==> src/rtl/pid_pkg.sv <==
package pid_pkg;
  localparam int MODE_W = 4;

  localparam logic [MODE_W-1:0] MD_OFF      = 4'd0;
  localparam logic [MODE_W-1:0] MD_DMA_RISE = 4'd1;
  localparam logic [MODE_W-1:0] MD_DMA_FALL = 4'd2;
  localparam logic [MODE_W-1:0] MD_DMA_BOTH = 4'd3;
  localparam logic [MODE_W-1:0] MD_FLG_RISE = 4'd5;
  localparam logic [MODE_W-1:0] MD_FLG_FALL = 4'd6;
  localparam logic [MODE_W-1:0] MD_FLG_BOTH = 4'd7;
  localparam logic [MODE_W-1:0] MD_IRQ_LOW  = 4'd8;
  localparam logic [MODE_W-1:0] MD_IRQ_RISE = 4'd9;
  localparam logic [MODE_W-1:0] MD_IRQ_FALL = 4'd10;
  localparam logic [MODE_W-1:0] MD_IRQ_BOTH = 4'd11;
  localparam logic [MODE_W-1:0] MD_IRQ_HIGH = 4'd12;

  function automatic logic mode_is_dma(logic [MODE_W-1:0] m);
    return (m >= MD_DMA_RISE) && (m <= MD_DMA_BOTH);
  endfunction

  function automatic logic mode_is_irq(logic [MODE_W-1:0] m);
    return (m >= MD_IRQ_LOW) && (m <= MD_IRQ_HIGH);
  endfunction

  // Set condition of one pin given its mode, current and previous sample.
  function automatic logic mode_event(logic [MODE_W-1:0] m, logic cur, logic old);
    logic rise;
    logic fall;
    rise = cur & ~old;
    fall = ~cur & old;
    case (m)
      MD_DMA_RISE, MD_FLG_RISE, MD_IRQ_RISE: return rise;
      MD_DMA_FALL, MD_FLG_FALL, MD_IRQ_FALL: return fall;
      MD_DMA_BOTH, MD_FLG_BOTH, MD_IRQ_BOTH: return rise | fall;
      MD_IRQ_LOW:                            return ~cur;
      MD_IRQ_HIGH:                           return cur;
      default:                               return 1'b0;
    endcase
  endfunction
endpackage

==> src/rtl/pid_sync.sv <==
module pid_sync #(
  parameter int NPINS = 32
) (
  input  logic             clk,
  input  logic             rst,
  input  logic [NPINS-1:0] pin_in,
  output logic [NPINS-1:0] lvl,
  output logic [NPINS-1:0] lvl_prev
);
  for (genvar i = 0; i < NPINS; i++) begin : g_pin
    logic meta_q;
    logic sync_q;
    logic prev_q;
    always_ff @(posedge clk) begin
      if (rst) begin
        meta_q <= 1'b0;
        sync_q <= 1'b0;
        prev_q <= 1'b0;
      end else begin
        meta_q <= pin_in[i];
        sync_q <= meta_q;
        prev_q <= sync_q;
      end
    end
    assign lvl[i]      = sync_q;
    assign lvl_prev[i] = prev_q;
  end
endmodule

==> src/rtl/pid_cfg.sv <==
module pid_cfg
  import pid_pkg::*;
#(
  parameter int NPINS     = 32,
  parameter int GRP       = 16,
  parameter int DW        = 32,
  parameter int AW        = 6,
  parameter int BULK_BASE = 33
) (
  input  logic                         clk,
  input  logic                         rst,
  input  logic                         reg_wr,
  input  logic [AW-1:0]                reg_addr,
  input  logic [DW-1:0]                reg_wdata,
  output logic [NPINS-1:0][MODE_W-1:0] mode_q
);
  for (genvar i = 0; i < NPINS; i++) begin : g_pin
    localparam int G = i / GRP;
    localparam int B = i % GRP;
    logic single_hit;
    logic bulk_hit;
    assign single_hit = reg_wr && (reg_addr == AW'(i));
    assign bulk_hit   = reg_wr && (reg_addr == AW'(BULK_BASE + G)) && reg_wdata[GRP + B];
    always_ff @(posedge clk) begin
      if (rst) begin
        mode_q[i] <= MD_OFF;
      end else if (single_hit || bulk_hit) begin
        mode_q[i] <= reg_wdata[MODE_W-1:0];
      end
    end
  end
endmodule

==> src/rtl/pid_flags.sv <==
module pid_flags
  import pid_pkg::*;
#(
  parameter int NPINS = 32
) (
  input  logic                         clk,
  input  logic                         rst,
  input  logic [NPINS-1:0]             lvl,
  input  logic [NPINS-1:0]             lvl_prev,
  input  logic [NPINS-1:0][MODE_W-1:0] mode_q,
  input  logic [NPINS-1:0]             clr_mask,
  input  logic                         dma_done,
  output logic [NPINS-1:0]             flag_q
);
  for (genvar i = 0; i < NPINS; i++) begin : g_pin
    logic set_now;
    logic clr_now;
    always_comb begin
      set_now = mode_event(mode_q[i], lvl[i], lvl_prev[i]);
      clr_now = clr_mask[i] | (dma_done & mode_is_dma(mode_q[i]));
    end
    // A set in the same cycle as a clear wins.
    always_ff @(posedge clk) begin
      if (rst) begin
        flag_q[i] <= 1'b0;
      end else if (set_now) begin
        flag_q[i] <= 1'b1;
      end else if (clr_now) begin
        flag_q[i] <= 1'b0;
      end
    end
  end
endmodule

==> src/rtl/pin_irq_detect.sv <==
module pin_irq_detect
  import pid_pkg::*;
#(
  parameter int NPINS = 32,
  parameter int GRP   = 16,
  parameter int DW    = 32,
  localparam int NGRP      = NPINS / GRP,
  localparam int STAT_ADDR = NPINS,
  localparam int BULK_BASE = NPINS + 1,
  localparam int AW        = $clog2(NPINS + 1 + NGRP),
  localparam int PW        = $clog2(NPINS)
) (
  input  logic             clk,
  input  logic             rst,
  input  logic [NPINS-1:0] pin_in,
  input  logic             reg_wr,
  input  logic [AW-1:0]    reg_addr,
  input  logic [DW-1:0]    reg_wdata,
  output logic [DW-1:0]    reg_rdata,
  input  logic             dma_done,
  output logic             irq_req,
  output logic             dma_req
);
  logic [NPINS-1:0]             sync_lvl;
  logic [NPINS-1:0]             sync_prev;
  logic [NPINS-1:0][MODE_W-1:0] mode_q;
  logic [NPINS-1:0]             flag_q;
  logic [NPINS-1:0]             clr_mask;
  logic [NPINS-1:0]             irq_en;
  logic [NPINS-1:0]             dma_en;

  pid_sync #(.NPINS(NPINS)) sync_i (
    .clk(clk), .rst(rst), .pin_in(pin_in),
    .lvl(sync_lvl), .lvl_prev(sync_prev)
  );

  pid_cfg #(.NPINS(NPINS), .GRP(GRP), .DW(DW), .AW(AW), .BULK_BASE(BULK_BASE)) cfg_i (
    .clk(clk), .rst(rst), .reg_wr(reg_wr), .reg_addr(reg_addr),
    .reg_wdata(reg_wdata), .mode_q(mode_q)
  );

  assign clr_mask = (reg_wr && (reg_addr == AW'(STAT_ADDR))) ? reg_wdata[NPINS-1:0] : '0;

  pid_flags #(.NPINS(NPINS)) flags_i (
    .clk(clk), .rst(rst), .lvl(sync_lvl), .lvl_prev(sync_prev),
    .mode_q(mode_q), .clr_mask(clr_mask), .dma_done(dma_done), .flag_q(flag_q)
  );

  for (genvar i = 0; i < NPINS; i++) begin : g_en
    assign irq_en[i] = mode_is_irq(mode_q[i]);
    assign dma_en[i] = mode_is_dma(mode_q[i]);
  end

  always_ff @(posedge clk) begin
    if (rst) begin
      irq_req   <= 1'b0;
      dma_req   <= 1'b0;
      reg_rdata <= '0;
    end else begin
      irq_req <= |(flag_q & irq_en);
      dma_req <= |(flag_q & dma_en);
      if (reg_addr < AW'(NPINS)) begin
        reg_rdata <= DW'(mode_q[reg_addr[PW-1:0]]);
      end else if (reg_addr == AW'(STAT_ADDR)) begin
        reg_rdata <= DW'(flag_q);
      end else begin
        reg_rdata <= '0;
      end
    end
  end
endmodule

==> config.mk <==
export PLATFORM = sky130hd
export DESIGN_NAME = pin_irq_detect
export DESIGN_NICKNAME = d
export VERILOG_FILES = /design/src/rtl/pid_pkg.sv /design/src/rtl/pid_sync.sv /design/src/rtl/pid_cfg.sv /design/src/rtl/pid_flags.sv /design/src/rtl/pin_irq_detect.sv
export SDC_FILE = /design/constraint.sdc
export NUM_CORES = 1
export LEC_CHECK = 0
export BUFFER_PORTS_ARGS = -buffer_cell sky130_fd_sc_hd__buf_2
export CORE_UTILIZATION = 35
export CTS_BUF_LIST = sky130_fd_sc_hd__clkbuf_4 sky130_fd_sc_hd__clkbuf_8
export CTS_CLUSTER_SIZE = 8
export DETAILED_ROUTE_END_ITERATION = 7
export MAX_ROUTING_LAYER = met4
export PLACE_DENSITY = 0.54
export SLEW_MARGIN = 20
export SYNTH_ARGS = -nofsm -noshare
export SYNTH_HDL_FRONTEND = slang
export SYNTH_SLANG_ARGS = --single-unit
==> constraint.sdc <==
create_clock -name clk -period 2.2 [get_ports clk]
set_input_delay 0.11 -clock clk [delete_from_list [all_inputs] [get_ports clk]]
set_output_delay 0.11 -clock clk [all_outputs]
set_load 0.02 [all_outputs]
=== After elaboration in Yosys (flattened, before gate mapping) ===
Index checks and enable logic that the tools add are counted.
W data, S select, Z words.

* Input port bits: 74
* Logic and storage cells: 1303
* Latch bits: 0
* Register bits: 290
* Output and inout port bits: 34
* Memories: 0
* ROM bits: 0
* Bits in writable memories: 0

* Reduce and logical (&&, ||, !) cells: 295
* Add/sub/neg operators: 0
* Muxes and demuxes: 101
* Multiply operators: 0
* $lt $le $gt $ge: 130
* Shift operators: 0
* Bitwise logic cells: 227
* Divide/modulo/power cells: 0
* Equal/unequal tests: 386

{| class="wikitable"
|+ Operators with widths
! kind !! number
|-
| $eq A4 B4 Y1 const B || 160
|-
| $eq A4 B3 Y1 const B || 96
|-
| $reduce_or A3 Y1 || 97
|-
| $eq A4 B2 Y1 const B || 64
|-
| $pmux W1 S5 || 32
|-
| $logic_and A1 B1 Y1 || 131
|-
| $eq A4 B1 Y1 const B || 32
|-
| $ge A4 B1 Y1 const B || 32
|-
| $ge A4 B4 Y1 const B || 32
|-
| $le A4 B2 Y1 const B || 32
|-
| $le A4 B4 Y1 const B || 32
|-
| $and A1 B1 Y1 || 96
|-
| $eq A6 B5 Y1 const B || 16
|-
| $not A1 Y1 || 65
|-
| $and A32 B32 Y32 || 2
|-
| $mux W1 || 64
|-
| $or A1 B1 Y1 || 64
|-
| $reduce_bool A2 Y1 || 32
|-
| $reduce_or A32 Y1 || 2
|-
| $eq A6 B4 Y1 const B || 8
|-
| $logic_or A1 B1 Y1 || 32
|-
| $mux W32 || 1
|-
| $eq A6 B3 Y1 const B || 4
|-
| $bmux W4 S5 || 1
|-
| 7 further kinds || 12
|}

=== Depth between registers and ports, before layout ===
Gate-level depths: netlist of the first run.

* Depth in word-level cells: 6
* Gate-level depth with buffers: 8
* Mapped depth without buffers: 7

=== Hierarchy ===
From an unflattened synthesis of the first run, not the netlist that was laid out.

* Cell total of the unflattened synthesis: 1672
* Area total of the unflattened synthesis: 15981.6 sq um

{| class="wikitable"
|+ Modules (own cells, without submodules)
! module !! cells an instance !! sequential area each (sq um) !! area an instance (sq um) !! times used
|-
| pid_cfg || 487 || 2562.5 || 5420.2 || 1
|-
| pid_flags || 596 || 640.6 || 4438.0 || 1
|-
| pid_sync || 266 || 1921.8 || 3080.5 || 1
|-
| pin_irq_detect || 323 || 680.7 || 3042.9 || 1
|}

=== Worst setup path after synthesis of the first run ===
No wires, ideal clock.

* Path type: register -> register
* Start: reg cfg_i.mode_q[93] (netlist name)
* End: reg reg_rdata[1]
* Required time: 2.078 ns
* Arrival: 1.536 ns
* Cell stages (with the launch flop): 5
* Clock period less this slack: 1.658 ns
* Setup time: 0.122 ns
* Slack: 0.542 ns
* Buffers on the path: 0
* Path through: dfxtp_1 -> mux4_1 -> mux4_2 -> a32oi_1 -> o21ai_1

* Cells in the longest elaborated chain, start to end: 3

{| class="wikitable"
|+ RTL lines
! element !! RTL line !! source
|-
| from (decl) || pid_cfg.sv:15 || <nowiki>output logic [NPINS-1:0][MODE_W-1:0] mode_q</nowiki>
|-
| from (signal, indexed assignment) || pid_cfg.sv:28 || <nowiki>mode_q[i] <= reg_wdata[MODE_W-1:0];</nowiki>
|-
| $bmux W4 S5 || pin_irq_detect.sv:63 || <nowiki>reg_rdata <= DW'(mode_q[reg_addr[PW-1:0]]);</nowiki>
|-
| $mux W4 (implied by the code) || pin_irq_detect.sv:63 ||
|-
| $mux W4 || pin_irq_detect.sv:62 || <nowiki>if (reg_addr < AW'(NPINS)) begin</nowiki>
|-
| to (signal assigned) || pin_irq_detect.sv:63 ||
|-
| to (signal assigned) || pin_irq_detect.sv:65 || <nowiki>reg_rdata <= DW'(flag_q);</nowiki>
|-
| to (decl) || pin_irq_detect.sv:19 || <nowiki>output logic [DW-1:0] reg_rdata,</nowiki>
|}

Every way passes these cells. The select of a mux whose other input is x is not followed.
A chain may end at the register's enable or synchronous reset.

=== Worst setup path in the final report of the first run ===
* Start: in reg_addr[4]
* End: reg flags_i.flag_q[7]

* Cells in the longest elaborated chain, start to end: 5

{| class="wikitable"
|+ RTL lines
! element !! RTL line !! source
|-
| from (decl) || pin_irq_detect.sv:17 || <nowiki>input logic [AW-1:0] reg_addr,</nowiki>
|-
| $eq A6 B6 Y1 || pin_irq_detect.sv:42 || <nowiki>assign clr_mask = (reg_wr && (reg_addr == AW'(STAT_ADDR))) ? reg_wdata[NPINS-1:0] : '0;</nowiki>
|-
| $logic_and A1 B1 Y1 || pin_irq_detect.sv:42 ||
|-
| $mux W32 || pin_irq_detect.sv:42 ||
|-
| $or A1 B1 Y1 || pid_flags.sv:20 || <nowiki>clr_now = clr_mask[i] | (dma_done & mode_is_dma(mode_q[i]));</nowiki>
|-
| $reduce_bool A2 Y1 (no source line) || -- ||
|-
| to (signal, indexed assignment) || pid_flags.sv:25 || <nowiki>flag_q[i] <= 1'b0;</nowiki>
|-
| to (signal, indexed assignment) || pid_flags.sv:27 || <nowiki>flag_q[i] <= 1'b1;</nowiki>
|-
| to (signal, indexed assignment) || pid_flags.sv:29 || <nowiki>flag_q[i] <= 1'b0;</nowiki>
|-
| to (decl) || pid_flags.sv:13 || <nowiki>output logic [NPINS-1:0] flag_q</nowiki>
|}

Every way passes these cells.

==> flow_summary.json, run 1 <==
{
  "path_clk_slew_ps": 60,
  "hold_path_depth": 4,
  "wl_per_cell_um": 19.5,
  "syn_inst": 1553,
  "period_share_pct": 91.0,
  "clock_latency_ps": 640,
  "r2r_start": "cfg_i.mode_q[37]$_SDFFE_PP0P_",
  "outcome": "completed",
  "crit_path_end_kind": "register",
  "drc_errors": 0,
  "die-area_um2": 41600,
  "arrival_ps": 2520,
  "synth-xor-area-share_pct": 1.72,
  "mostFrequentLayoutCell": "dfxtp_1",
  "place_hpwl_um": 32600,
  "ys_async_sr_fraction_pct": 0,
  "seqCellArea_um2": 5810,
  "synth_adder_area_share_pct": 5.62,
  "critPathMaxFanout": 11,
  "path_class": "primary input to register",
  "first_pass_iters": 5,
  "drt_wl_total_um": 45400,
  "port_buffers": 107,
  "slew-limit-headroom_pct": 58.0,
  "finalHoldViolCount": 0,
  "worst_hold_slack_ps": 79.4,
  "grt_start_max_net_pins": 94,
  "io_pins": 108,
  "critPathLaunchType": "primary input",
  "rr_worst_depth": 4,
  "yosysTopAreaCellShare_pct": 40.7,
  "synth_area_leader_cell": "dfxtp_1",
  "ys_top_cells_by_area": "dfxtp_1 41%, mux2i_1 10%, ha_1 5.6%",
  "synth-compound-area-share_pct": 11.0,
  "synth_top_family_by_area": "simple AND/OR/NAND/NOR gates",
  "crit_start": "reg_addr[4]",
  "grt_first_pass_wirelength_um": 69600,
  "grt_overflow_total": 0,
  "gr-usage-all-layers_pct": 22.6,
  "cts_max_level": 2,
  "numCtsBuffers": 52,
  "clock_sinks": 290,
  "ys_warn_count": 0,
  "mostFrequentLayoutCells": "290 x dfxtp_1, 199 x nor2_1, 143 x mux2i_1",
  "synthFlopType": "dfxtp_1",
  "n_fill_cell": 3897,
  "grt_pass1_vias": 11600,
  "hold_class": "primary input to register",
  "setup_violations": 0,
  "num_rows": 73,
  "initial_core_util_pct": 35.7,
  "max-vdd-ir-drop_mv": 0.451,
  "fin_worst_skew_ps": 33.0,
  "finalCriticalPeriod_ps": 2000,
  "syn-cell-area_um2": 14300,
  "area_delta_synth_final_pct": 22.6,
  "core-area_um2": 39900,
  "yosysSeqAreaShare_pct": 40.7,
  "die_h_um": 204,
  "multi_input_area_um2": 7800,
  "synth_mux_area_share_pct": 15.9,
  "p_leak_uw": 0.00668,
  "rsz0062_at_grt": "false",
  "clockBufferDepth": 3,
  "antenna_found_initial": 2,
  "cp.required_ps": 2720,
  "fin_setup_tns_ps": 0,
  "gp_congestion": 0.954,
  "slew_viol_final": 0,
  "hold_start": "reg_wr",
  "fmax_mhz": 500,
  "die_width_um": 204,
  "p_per_area_nw_per_um2": 680,
  "vias_per_cell": 5.26,
  "yosys.area_share.simple_pct": 20.4,
  "synth_fp_nets": 1691,
  "layout.nets": 1895,
  "synth_edf_count": 0,
  "antenna_left": 0,
  "drive_gt1_share_pct": 16.9,
  "tightest_slew_ps": 631,
  "syn_area_per_cell_um2": 9.18,
  "first_iter_violations": 745,
  "clockRootBuffer": "clkbuf_8",
  "cts_tree": "yes",
  "max_cap_violations": 0,
  "synth_seq_cells": 290,
  "dr_total_vias": 12200,
  "synthDistinctLibCells": 54
}
[cell type report]
cell class / instances / area share, %
multi-input cells: 1101 / 44.6
flip-flops and latches: 290 / 33.2
repair buffers: 225 / 9.74
clock buffers: 86 / 6.13
well taps: 525 / 3.76
inverters: 87 / 1.87
clock inverters: 6 / 0.623
diodes: 3 / 0.0430
[where the power goes]
group	switching, uW	leakage (uW)	total (uW)	internal, uW
logic	428	0.00370	773	345
registers	81.7	0.00235	5430	5350
clock network	2280	0.000626	5690	3400
[synthesized netlist by cell type (4+ instances only)]
master     number
o21ai_0        79
mux2i_1       143
and2_1         32
mux4_2         31
buf_4           5
a22o_1          7
dfxtp_1       290
a211oi_1        4
inv_1          87
nand4_1        14
a21oi_1        46
nor3_1         28
a22o_4          7
o2bb2ai_2       8
a22o_2          4
nand3b_1       13
nor2_1        199
xnor2_1        26
clkbuf_1       56
nand2_1       120
buf_2           8
a31oi_1        19
mux4_1          5
nand3_1        79
a22oi_1        19
ha_1           64
nor2b_1       100
a32oi_1        17
[through the flow]
stage,power (uW),instances,setup WS [ps],instance area (um2),util (%)
2_1_floorplan,5920,1553,542,14300,-
3_3_place_gp,6200,2154,116,15500,39.0
3_5_place_dp,6210,2154,76.8,15500,39.0
4_1_cts,12000,2320,270,17500,43.8
5_1_grt,12400,2322,148,17500,43.8
6_report,11900,2323,199,17500,43.8
[repair_timing]
item	CTS	global route
resized for setup	0	0
hold endpoints to repair	119	0
hold buffers	74	0
setup buffers	0	0
[state kept, by name (all words and copies together), names as in the netlist]
signal	flops
cfg_i.mode_q	128
dma_req	1
flags_i.flag_q	32
irq_req	1
reg_rdata	32
sync_i.g_pin.meta_q	32
sync_i.g_pin.prev_q	32
sync_i.g_pin.sync_q	32
[layer usage]
layer / global-route usage, % / routed length [um] / up-vias
li1: - / - / 5805
met1: 30.0 / 20800 / 5952
met2: 34.3 / 20500 / 391
met3: 4.40 / 2930 / 67
met4: 7.47 / 1140 / 0
met5: - / 0 / -
[final timing paths]
check                                       endpoint  slack, ps
setup / recovery      flags_i.flag_q[7]$_SDFFE_PP0P_        200
setup reg to reg                  dma_req$_SDFF_PP0_        290
hold reg to reg   sync_i.g_pin[22].sync_q$_SDFF_PP0_        430
hold / removal         cfg_i.mode_q[74]$_SDFFE_PP0P_         80
[worst max-delay path: stages]
cell           delay (ps)
dlygate4sd3_1         550
buf_2                 200
nand3b_2              330
nor2b_2               270
buf_4                 280
nand2_1                80
nand3_1                80
a21oi_1                60
dlygate4sd3_1         550
[logic make-up (layout without fill, tap and decap cells)]
family,count (synthesis),in the layout
AO/OA/AOI/OAI,227,227
multiplexers,180,180
flip-flops,290,290
adder cells (fa/ha/maj),64,64
other,0,3
buffers and inverters,162,404
AND/OR/NAND/NOR,602,602
XOR/XNOR,28,28
Note: power is estimated with default switching activity, not from simulation.
==> run 2: changes to the inputs <==
GPL_TIMING_DRIVEN = 0   (was not set)
==> run 2 against run 1 <==
Effect of this change:
- final cell count increased by 0.77%
- register-to-register slack got worse by 170 ps
- sequential power about the same
- highest routed layer unchanged
==> flow_summary.json, run 2 (synthesis gave the netlist of run 1 again) <==
{
  "outcome": "completed",
  "finalHoldViolCount": 0,
  "period_share_pct": 95.1,
  "slew_viol_final": 0,
  "critPathTopFamily": "buffers and inverters",
  "p_leak_uw": 0.00653,
  "vias_per_cell": 5.32,
  "cts_max_level": 2,
  "critPathMaxFanout": 10,
  "cp_common_cell": "clkbuf_1",
  "layout.nets": 1910,
  "antenna_left": 0,
  "first_iter_violations": 1181,
  "critPathLaunchType": "primary input",
  "gr-usage-all-layers_pct": 25.3,
  "largest-register": "cfg_i.mode_q",
  "clockBufferDepth": 3,
  "antenna_found_initial": 1,
  "max_cap_violations": 0,
  "slew-limit-headroom_pct": 27.4,
  "cp.required_ps": 2670,
  "io_pins": 108,
  "cp_cell_sequence": "clkbuf_1 -> clkbuf_1 -> clkbuf_1 -> buf_1 -> nor2_1",
  "largest_register_ffs": 128,
  "drt_wl_total_um": 51000,
  "first_pass_iters": 5,
  "mostFrequentLayoutCell": "dfxtp_1",
  "place_hpwl_um": 37800,
  "num_rows": 73,
  "hold_class": "primary input to register",
  "clock_sinks": 290,
  "core-area_um2": 39900,
  "timing.critical_path.buf_inv": 4,
  "dr_total_vias": 12400,
  "area_delta_synth_final_pct": 21.3,
  "wl_per_cell_um": 21.8,
  "path_class": "primary input to register",
  "crit_slowest_cell": "clkbuf_1",
  "grt_start_max_net_pins": 14,
  "die-area_um2": 41600,
  "utilization_pct": 43.3,
  "dp.cells": 2178,
  "finalWorstSetupSlack_ps": 108,
  "drc_errors": 0,
  "tightest_slew_ps": 1090,
  "fin_worst_skew_ps": 24.4,
  "initial_core_util_pct": 35.7,
  "port_buffers": 100,
  "place_ws_ps": -601,
  "clock_latency_ps": 640,
  "numCtsBuffers": 53,
  "path_clk_slew_ps": 60,
  "die_h_um": 204,
  "total_power_uw": 12100,
  "max-vdd-ir-drop_mv": 0.361,
  "mostFrequentLayoutCells": "290 x dfxtp_1, 199 x nor2_1, 143 x mux2i_1",
  "fmax_mhz": 478,
  "grt_pass1_vias": 11600,
  "final_cells": 2341,
  "die_width_um": 204,
  "clockRootBuffer": "clkbuf_8",
  "grt_first_pass_wirelength_um": 74800,
  "setup_violations": 0,
  "slowest_delay_ps": 750,
  "crit_path_end_kind": "register",
  "rsz0062_at_grt": "false",
  "finalCriticalPeriod_ps": 2090,
  "gp_congestion": 0.944,
  "cts_tree": "yes",
  "grt_overflow_total": 0,
  "drive_gt1_share_pct": 15.2,
  "placed_area_um2": 15400,
  "design_area_um2": 17300,
  "arrival_ps": 2560,
  "p_per_area_nw_per_um2": 700
}
-- run 2: path summary, 6_finish.rpt --
kind                                      start                            endpoint  slack [ps]  cells after the start
max reg2reg      cfg_i.mode_q[117]$_SDFFE_PP0P_             reg_rdata[1]$_SDFF_PP0_         120                      4
min reg2reg  sync_i.g_pin[20].meta_q$_SDFF_PP0_  sync_i.g_pin[20].sync_q$_SDFF_PP0_         430                      1
max                                         rst  sync_i.g_pin[26].prev_q$_SDFF_PP0_         110                      5
min                                reg_wdata[1]       cfg_i.mode_q[21]$_SDFFE_PP0P_          50                      3
-- run 2: layout make-up --
type                    count  area, um2
flip-flops and latches    290       5810
inverters                  87        327
diodes                      1       2.50
repair buffers            164       1140
clock buffers              88       1140
well taps                 525        657
clock inverters            10        103
plain buffers              75        335
multi-input cells        1101       7790
fillers                  3916      22600
-- run 2: metrics by stage --
step                hold slack [ps]  setup TNS [ps]
floorplan                       238               0
global placement                316          -34740
detailed placement              323          -44220
CTS                            16.1               0
global route                   59.5               0
finish                         52.0               0
-- run 2: repair_timing --
item | in CTS | in global routing
gates resized for setup | 0 | 3
hold buffers | 64 | 0
buffers inserted | 0 | 0
endpoints found under the hold margin | 80 | 0
setup endpoints to repair | 0 | 7
-- run 2: report_power, final --
group	switching, uW	leakage [uW]	total [uW]	internal, uW
Clock	2380	0.000657	5860	3480
Sequential	78.7	0.00235	5430	5350
Combinational	506	0.00351	824	318
Total	2960	0.00653	12100	9150
-- run 2: tightest hold or removal path, stage by stage --
cell	delay, ps
clkbuf_1	250
mux2i_1	220
nor2_1	50
-- run 2: routing by layer --
layer,track usage [%],share of wire (%),wire length (um)
met2,38.7,45,22900
met5,-,0,0
met1,34.2,46,23400
met4,8.51,2.6,1330
met3,3.56,6.8,3450
==> run 3: changes to the inputs <==
clock period = 2.3 ns   (was 2.2 ns; I/O delays follow)
==> run 3 against run 2 <==
Effect of this change:
- non-clock buffer count unchanged
- design area barely moved
- via count grew 0.22%
- global-route usage did not move
- combinational power fell by 4.4%
- clock power down 4.3%
- final cell count did not move
- clock-buffer cell count is the same
- critical endpoint is now sync_i.g_pin[14].prev_q$_SDFF_PP0_
- routed wire length about the same
- die area stayed put
==> flow_summary.json, run 3 (synthesis gave the netlist of run 1 again) <==
{
  "vias_per_cell": 5.33,
  "mostFrequentLayoutCells": "290 x dfxtp_1, 199 x nor2_1, 143 x mux2i_1",
  "cp.required_ps": 2780,
  "fin_setup_tns_ps": 0,
  "critPathMaxFanout": 10,
  "placed_area_um2": 15400,
  "path_clk_slew_ps": 60,
  "fmax_mhz": 458,
  "finalHoldViolCount": 0,
  "largest-register": "cfg_i.mode_q",
  "port_buffers": 100,
  "hold_path_depth": 3,
  "grt_first_pass_wirelength_um": 74800,
  "cts_tree": "yes",
  "crit_slowest_cell": "clkbuf_1",
  "critPathTopFamily": "buffers and inverters",
  "area_delta_synth_final_pct": 21.3,
  "gr-usage-all-layers_pct": 25.3,
  "max_cap_violations": 0,
  "layout.nets": 1910,
  "die-area_um2": 41600,
  "io_pins": 108,
  "grt_pass1_vias": 11600,
  "crit_path_end_kind": "register",
  "grt_start_max_net_pins": 14,
  "slowest_delay_ps": 850,
  "cp_cell_sequence": "clkbuf_1 -> clkbuf_1 -> clkbuf_1 -> clkbuf_1 -> nor2_1",
  "first_pass_iters": 6,
  "drt_wl_total_um": 51000,
  "cp_common_cell": "clkbuf_1",
  "gp_congestion": 0.944,
  "die_h_um": 204,
  "setup_violations": 0,
  "rsz0062_at_grt": "false",
  "place_hpwl_um": 37800,
  "core-area_um2": 39900,
  "dr_total_vias": 12500,
  "grt_overflow_total": 0,
  "clockRootBuffer": "clkbuf_8",
  "clock_latency_ps": 630,
  "arrival_ps": 2660,
  "initial_core_util_pct": 35.7,
  "clockBufferDepth": 3,
  "cts_max_level": 2,
  "cts_resized": 0,
  "max-vdd-ir-drop_mv": 0.345,
  "design_area_um2": 17300,
  "tightest_slew_ps": 1090,
  "mostFrequentLayoutCell": "dfxtp_1",
  "rr_worst_depth": 5,
  "largest_register_ffs": 128,
  "outcome": "completed",
  "drc_errors": 0,
  "p_leak_uw": 0.00652,
  "path_class": "primary input to register",
  "cp.depth": 5,
  "worst_hold_slack_ps": 58.6,
  "num_rows": 73,
  "clock_sinks": 290,
  "total_power_uw": 11600,
  "wl_per_cell_um": 21.8,
  "p_per_area_nw_per_um2": 670,
  "place_ws_ps": -506,
  "hold_class": "primary input to register",
  "critPathLaunchType": "primary input",
  "slew-limit-headroom_pct": 27.5,
  "slew_viol_final": 0,
  "die_width_um": 204,
  "first_iter_violations": 1192,
  "drive_gt1_share_pct": 15.2,
  "timing.critical_path.buf_inv": 4,
  "antenna_found_initial": 1,
  "antenna_left": 0,
  "fin_worst_skew_ps": 18.1,
  "finalWorstSetupSlack_ps": 117,
  "finalCriticalPeriod_ps": 2180,
  "period_share_pct": 94.9,
  "numCtsBuffers": 53
}
## run 3: cell counts in the layout (fill, tap and decap cells not counted)
Identical to the previous run, type by type.
## run 3: path summary, 6_finish.rpt
| kind | end | from | slack (ps) |
|---|---|---|---|
| worst max-delay path | sync_i.g_pin[14].prev_q$_SDFF_PP0_ | rst | 120 |
| worst min-delay path | cfg_i.mode_q[17]$_SDFFE_PP0P_ | reg_wdata[1] | 60 |
| worst max register to register | dma_req$_SDFF_PP0_ | cfg_i.mode_q[9]$_SDFFE_PP0P_ | 230 |
| worst min register to register | sync_i.g_pin[20].sync_q$_SDFF_PP0_ | sync_i.g_pin[20].meta_q$_SDFF_PP0_ | 430 |
## run 3: worst min-delay path, delay by kind of cell
family,cells,cell delay (ps)
multiplexers,1,220
buffers and inverters,1,260
AND/OR/NAND/NOR,1,50
## run 3: per-stage QoR
step                util [%]  instances
finish                  43.3       2341
global route            43.3       2340
CTS                     43.3       2340
detailed placement      38.6       2178
global placement        38.6       2178
floorplan                  -       1553
## run 3: power by group
part	internal, uW	switching [uW]	leakage (uW)
clock	3330	2280	0.000657
sequential	5110	75.3	0.00235
combinational	304	484	0.00351
total	8750	2840	0.00652
## run 3: cell type report
class / count / area [um2]
Clock inverter: 10 / 103
Tap cell: 525 / 657
Buffer: 75 / 334
Sequential cell: 290 / 5810
Timing Repair Buffer: 164 / 1140
Antenna cell: 1 / 2.50
Multi-Input combinational cell: 1101 / 7790
Clock buffer: 88 / 1140
Inverter: 87 / 327
Fill cell: 3915 / 22600
## run 3: repair_timing
action | CTS | global route
buffers inserted | 0 | 0
hold endpoints to repair | 79 | 0
hold buffers | 64 | 0
## run 3: metal layers
metal | vias up | track usage (%) | part of all wire, % | wire, um
met5 | - | - | 0 | 0
met4 | 0 | 8.51 | 2.6 | 1330
li1 | 5857 | - | - | -
met1 | 6050 | 34.2 | 45 | 23200
met3 | 88 | 3.56 | 7.1 | 3630
met2 | 481 | 38.7 | 45 | 22900
